===== config.mk =====
export PLATFORM = sky130hd
export DESIGN_NAME = resp_compactor
export DESIGN_NICKNAME = d
export VERILOG_FILES = /design/src/rtl/rcmp_pkg.sv /design/src/rtl/cluster_fold.sv /design/src/rtl/row_fold.sv /design/src/rtl/misr_core.sv /design/src/rtl/resp_compactor.sv
export SDC_FILE = /design/constraint.sdc
export NUM_CORES = 1
export LEC_CHECK = 0
export ABC_AREA = 0
export BUFFER_PORTS_ARGS = -buffer_cell sky130_fd_sc_hd__clkbuf_2
export CORE_AREA = 2 2 39 41
export DETAILED_ROUTE_END_ITERATION = 12
export DIE_AREA = 0 0 41 43
export PLACE_DENSITY = 0.72
export SLEW_MARGIN = 20
export SYNTH_ARGS = -nofsm -noshare
export SYNTH_HDL_FRONTEND = slang
export SYNTH_SLANG_ARGS = --single-unit
export TNS_END_PERCENT = 20

===== constraint.sdc =====
create_clock -name clk -period 1.8 [get_ports clk]
set_clock_uncertainty 0.05 [all_clocks]
set_input_delay 0.45 -clock clk [delete_from_list [all_inputs] [get_ports clk]]
set_output_delay 0.45 -clock clk [all_outputs]
set_load 0.005 [all_outputs]

===== src/rtl/rcmp_pkg.sv =====
package rcmp_pkg;
    typedef enum logic [1:0] {
        MODE_HOLD    = 2'd0,
        MODE_FOLD    = 2'd1,
        MODE_UNLOAD  = 2'd2
    } misr_mode_e;

    // Unload wins over compaction when both are requested.
    function automatic misr_mode_e pick_mode(input logic fold, input logic unload);
        if (unload)
            return MODE_UNLOAD;
        else if (fold)
            return MODE_FOLD;
        else
            return MODE_HOLD;
    endfunction
endpackage


===== src/rtl/cluster_fold.sv =====
module cluster_fold #(
    parameter int NROWS = 4,
    parameter int NCLUS = 4,
    parameter int NCELL = 2,
    localparam int NGRP = NROWS * NCLUS,
    localparam int W    = NGRP * NCELL
) (
    input  logic [W-1:0]    resp_i,
    output logic [NGRP-1:0] clus_o
);
    for (genvar g = 0; g < NGRP; g++) begin : g_grp
        assign clus_o[g] = ^resp_i[g*NCELL +: NCELL];
    end
endmodule


===== src/rtl/row_fold.sv =====
module row_fold #(
    parameter int NROWS = 4,
    parameter int NCLUS = 4,
    localparam int NGRP = NROWS * NCLUS
) (
    input  logic [NGRP-1:0]  clus_i,
    output logic [NROWS-1:0] row_o
);
    for (genvar r = 0; r < NROWS; r++) begin : g_row
        assign row_o[r] = ^clus_i[r*NCLUS +: NCLUS];
    end
endmodule


===== src/rtl/misr_core.sv =====
module misr_core
    import rcmp_pkg::*;
#(
    parameter int NROWS = 4,
    parameter logic [NROWS-1:0] TAPS = 4'hC
) (
    input  logic             clk,
    input  logic             rst,
    input  misr_mode_e       mode,
    input  logic [NROWS-1:0] row_i,
    output logic [NROWS-1:0] state_q
);
    logic [NROWS-1:0] shifted;
    logic [NROWS-1:0] state_d;

    assign shifted = state_q >> 1;

    always_comb begin
        unique case (mode)
            MODE_FOLD:   state_d = shifted ^ (state_q[0] ? TAPS : '0) ^ row_i;
            MODE_UNLOAD: state_d = shifted;
            default:     state_d = state_q;
        endcase
    end

    always_ff @(posedge clk) begin
        if (rst)
            state_q <= '0;
        else
            state_q <= state_d;
    end
endmodule


===== src/rtl/resp_compactor.sv =====
module resp_compactor
    import rcmp_pkg::*;
#(
    parameter int NROWS = 4,
    parameter int NCLUS = 4,
    parameter int NCELL = 2,
    parameter logic [NROWS-1:0] TAPS = 4'hC,
    localparam int NGRP = NROWS * NCLUS,
    localparam int W    = NGRP * NCELL
) (
    input  logic         clk,
    input  logic         rst,
    input  logic [W-1:0] resp_i,
    input  logic         compact_en,
    input  logic         unload_en,
    output logic         sig_o
);
    logic [NGRP-1:0]  clus_bits;
    logic [NROWS-1:0] row_bits;
    logic [NROWS-1:0] sig_state;
    misr_mode_e       mode;

    assign mode = pick_mode(compact_en, unload_en);

    cluster_fold #(.NROWS(NROWS), .NCLUS(NCLUS), .NCELL(NCELL)) u_cfold (
        .resp_i (resp_i),
        .clus_o (clus_bits)
    );

    row_fold #(.NROWS(NROWS), .NCLUS(NCLUS)) u_rfold (
        .clus_i (clus_bits),
        .row_o  (row_bits)
    );

    misr_core #(.NROWS(NROWS), .TAPS(TAPS)) u_misr (
        .clk     (clk),
        .rst     (rst),
        .mode    (mode),
        .row_i   (row_bits),
        .state_q (sig_state)
    );

    assign sig_o = sig_state[0];
endmodule


# --- After elaboration in Yosys (flattened, before gate mapping) ---
# Cells that the tools add are included.
word_totals:
  register_bits: 4
  inputBits: 36
  out_inout_bits: 1
classes:
  n_eq_ne: 2
  muxes: 4
  bitwise: 2
  reduce_logical: 21
ops:
  columns: ["cell", "n"]
  rows:
  - ["$reduce_xor 2->1", 16]
  - ["$reduce_xor 4->1", 4]
  - ["$pmux 4 s2", 1]
  - ["$mux 4", 1]
  - ["$xor 3x4->4", 1]
  - ["$xor 4x4->4", 1]
  - ["$eq 2x1->1 const B", 1]
  - ["$eq 2x2->1 const B", 1]
  - ["$mux 2", 1]
  - ["$reduce_bool 2->1", 1]
  - ["$mux 1", 1]

# --- Logic depth before layout (Yosys ltp) ---
depth:
  depth_word: 4
  mapped_depth: 5

# --- Cells and area by module ---
# A second synthesis with hierarchy kept.
hier_totals:
  hier_cells: 56
  area_unflattened_um2: 484.2
modules_own_cells:
  columns: ["module", "instances", "cells_per_inst", "area_per_inst_um2", "seq_area_each_um2"]
  rows:
  - ["misr_core", 1, 27, 225.2, 80.1]
  - ["cluster_fold", 1, 16, 140.1, 0.0]
  - ["row_fold", 1, 12, 105.1, 0.0]
  - ["resp_compactor", 1, 1, 13.8, 0.0]

# --- Least setup slack after synthesis ---
# No wires, ideal clock.
synth_path:
  path_kind: "input to register"
  from: "input port resp_i[20]"
  to: "register u_misr.state_q[2]"
  t_arrival_ns: 1.306
  required_time_ns: 1.636
  setup_slack_ns: 0.331
  stages: 5
  path_cell_list: "xor2_1 > xnor3_1 > xnor2_1 > o21ai_0 > nor2b_1"
synth_via:
  elab_chain_cells: 4
synth_rtl:
  columns: ["item", "line_no", "text"]
  rows:
  - ["start: declaration", "resp_compactor.sv:13", "input logic [W-1:0] resp_i,"]
  - ["$reduce_xor 2->1", "cluster_fold.sv:12", "assign clus_o[g] = ^resp_i[g*NCELL +: NCELL];"]
  - ["$reduce_xor 4->1", "row_fold.sv:10", "assign row_o[r] = ^clus_i[r*NCLUS +: NCLUS];"]
  - ["$xor 4x4->4", "misr_core.sv:20", "MODE_FOLD: state_d = shifted ^ (state_q[0] ? TAPS : '0) ^ row_i;"]
  - ["$pmux 4 s2", "misr_core.sv:19", "unique case (mode)"]
  - ["end signal: assignment", "misr_core.sv:30", "state_q <= state_d;"]
  - ["end: declaration", "misr_core.sv:11", "output logic [NROWS-1:0] state_q"]
# Every way passes these cells.
# A chain may end at the register's enable or synchronous reset.

# --- Final worst setup path ---
layout_path:
  from: "input port resp_i[21]"
  to: "register u_misr.state_q[2]"
# Same word-level chain as after synthesis.

==> impl_results.md <==
* Status: complete, no violations
* Count of clock tree sinks at 4
* Number of warning messages in the yosys log at 0
* Most common cell after layout, fill and taps aside: sky130_fd_sc_hd__clkbuf_2
* Clock root buffer master: sky130_fd_sc_hd__clkbuf_4
* Placer congestion estimate at between 0.7 and 0.8
* Effective utilization at floorplan at between 30% and 40%
* Number of flip-flops in the largest register at 4
* Depth of the worst register-to-register path at 5
* Post-layout net count at 126
* Vias after detailed routing at 475
* Highest-count cells in the layout ignoring fill and taps: sky130_fd_sc_hd__clkbuf_2, sky130_fd_sc_hd__xnor2_1, sky130_fd_sc_hd__dfxtp_1
* Maximum clock rate at 730 MHz
* Worst hold margin at roughly 390 ps
* Height of the die at ~43 um
* Average cell area after synthesis at ~9.4 um^2
* Slew at the pin with the worst max-slew slack at just under 200 ps
* Post-synthesis sequential area ratio at around 17%
* Average via count per standard cell at about 4.6
* Number of cells in the finished layout apart from fillers at 104
* Setup TNS at 0 ps
* Count of boundary I/O pins at 37
* Worst R2R Start: u_misr.state_q[0]
* Wire length of the first global-routing pass at approximately 1200 um
* Number of endpoints failing setup at the final stage at 0
* Required time reported for the critical path endpoint at between 1500 and 2000 ps
* Critical path endpoint: u_misr.state_q[2]
* Worst-path fanout max at 1
* Number of placed cells counting well taps at 101
* Leakage power at 0.311 nW
* Number of global-route vias before repair at 377
* Cts bufs inserted at 3
* Largest registers: u_misr.state_q x4
* Sequential cell area in the final layout at 80.1 um^2
* Min Tclk post-route at 1370 ps
* Pins over their slew limit at 0
* Sum of net half-perimeters after detailed placement at around 780 um
* Fill cell total of the finished layout at between 100 and 150
* Reg2Reg Capture Point: u_misr.state_q[2]
* Clock insertion delay at the later pin of the skew report at ~240 ps
* Count of antenna-violating nets left after detailed routing at 0
* Startpoint of the worst setup timing path: resp_i[21]
* Setup repair after global routing missed its margin: no
* Slack of the worst reg-to-reg path at approximately 600 ps
* Synthesized cell area at approximately 460 um^2
* Diodes inserted at 0
* Number of rows created at floorplan at 14
* Number of gates given a new drive strength after cts at 0
* Area growth from synthesis to layout at 48.4%
* Post-Synthesis Net Count at 85
* Post-Synthesis Cells at slightly below 50
* Total detailed-routing wirelength at approximately 860 um
* Buffer levels on the longest clock path at 2
* Horizontal extent of the die at about 41 um
* Number of failing hold endpoints at the final stage at 0
* Register ranked first by flip-flop count: u_misr.state_q
* Final Cycle Share at 76.1%
* Critical path capture point type: flop
* Die Area at around 1800 um^2
* Critical path class: in -> reg
* Path class of the lowest-slack min-delay path: in -> reg
* Footprint of the multi-input gates at approximately 380 um^2
* Count of buffers added by post-CTS timing repair for setup at 0
* Clock tree from TritonCTS: done
* Initial DRC count at 8
* Startpoint type of the worst setup path: input pin
* Antenna violations before repair at 0
* Global router's overall resource usage at between 10 and 15%
* Quantity of hold-fixing buffers added after cts at 0
* Max Cap Viol at 0
* Arrival time of data at the critical path endpoint at ~1500 ps
* Yosys cell types at 16
* Pin count of the biggest net entering global routing at 8
* Worst slew margin relative to its limit at 87.0%
* Largest vdd supply drop at 0.323 mV
* Number of levels the H-tree was split into at 1
* Routed wire per std cell at about 8.3 um
* Placeable core region at roughly 1400 um^2
* Number of buffer cells added on primary ports at 36
* Number of iterations in the first detailed-routing pass at 4
* Fraction of final layout cells sized beyond drive strength 1 at 44.3%
* Clock slew at reported path FFs at about 40 ps
* Flip-flop and latch count after synthesis at 4
* Final routed DRC violation total at 0
* Power density normalized to cell area at roughly 650 nW/um^2
* GRT Residual Overflow at 0
-- power breakdown --
group          switching, W  internal [W]
Sequential        0.0000120      0.000102
Combinational     0.0000813      0.000140
Clock             0.0000374     0.0000746
Total              0.000131      0.000316
-- cells by family (layout without fill, tap and decap cells) --
group | Yosys count | after routing | synth area share [%]
compound gates | 6 | 6 | 8.15
buf+inv | 0 | 39 | 0
flops | 4 | 4 | 17.4
mux | 1 | 1 | 2.17
xor+xnor | 29 | 29 | 61.1
simple gates | 9 | 9 | 11.1
-- final cells by class --
| cell class | instances | area share [%] |
|---|---|---|
| sequential | 4 | 11.7 |
| timing repair buffer | 36 | 26.4 |
| tap | 16 | 2.93 |
| clock buffer | 3 | 3.30 |
| multi-input combinational | 45 | 55.7 |
-- worst min path at each step --
stage                                 start                end  slack, ps  cells after the start
final                                   rst  u_misr.state_q[0]        390                      2
after detailed placement  u_misr.state_q[2]  u_misr.state_q[1]        470                      2
after floorplan           u_misr.state_q[2]  u_misr.state_q[1]        420                      2
after global routing                    rst  u_misr.state_q[0]        380                      2
after global placement    u_misr.state_q[2]  u_misr.state_q[1]        450                      2
after CTS                               rst  u_misr.state_q[0]        380                      2
-- through the flow --
step	area [um^2]	setup WS (ps)	power (W)	utilization, %
after floorplan	460	331	0.000274	-
after global placement	661	208	0.000334	47.7
after detailed placement	661	182	0.000339	47.7
after CTS	683	419	0.000458	49.4
after global routing	683	269	0.000484	49.4
final	683	431	0.000447	49.4
-- routing by layer --
metal	GRT usage (%)	vias to the layer above	part of all wire, %
met4	6.00	0	1.6
met2	17.2	39	42
met5	0	-	0
met3	4.71	2	17
li1	-	245	-
met1	8.60	189	39
-- cell usage after synthesis --
master | n | area (um^2)
sky130_fd_sc_hd__xnor3_1 | 2 | 45.0
sky130_fd_sc_hd__nor2_1 | 1 | 3.75
sky130_fd_sc_hd__a22oi_1 | 2 | 15.0
sky130_fd_sc_hd__nand3_1 | 2 | 10.0
sky130_fd_sc_hd__nor2b_1 | 1 | 6.26
sky130_fd_sc_hd__a21oi_1 | 1 | 5.00
sky130_fd_sc_hd__mux2i_1 | 1 | 10.0
sky130_fd_sc_hd__nor3_1 | 1 | 5.00
sky130_fd_sc_hd__dfxtp_1 | 4 | 80.1
sky130_fd_sc_hd__a31oi_1 | 2 | 12.5
sky130_fd_sc_hd__or3_1 | 2 | 12.5
sky130_fd_sc_hd__nand2b_1 | 1 | 6.26
sky130_fd_sc_hd__nor3b_1 | 1 | 7.51
sky130_fd_sc_hd__o21ai_0 | 1 | 5.00
sky130_fd_sc_hd__xor2_1 | 2 | 17.5
sky130_fd_sc_hd__xnor2_1 | 25 | 219
-- worst max-delay path, cell delays in order --
cell and delay [ps]:
sky130_fd_sc_hd__clkbuf_2 90, sky130_fd_sc_hd__xor2_1 140, sky130_fd_sc_hd__xnor3_1 410, sky130_fd_sc_hd__xnor2_1 160
sky130_fd_sc_hd__o21ai_0 70, sky130_fd_sc_hd__nor2b_1 120
Note: power is estimated with default switching activity, not from simulation.
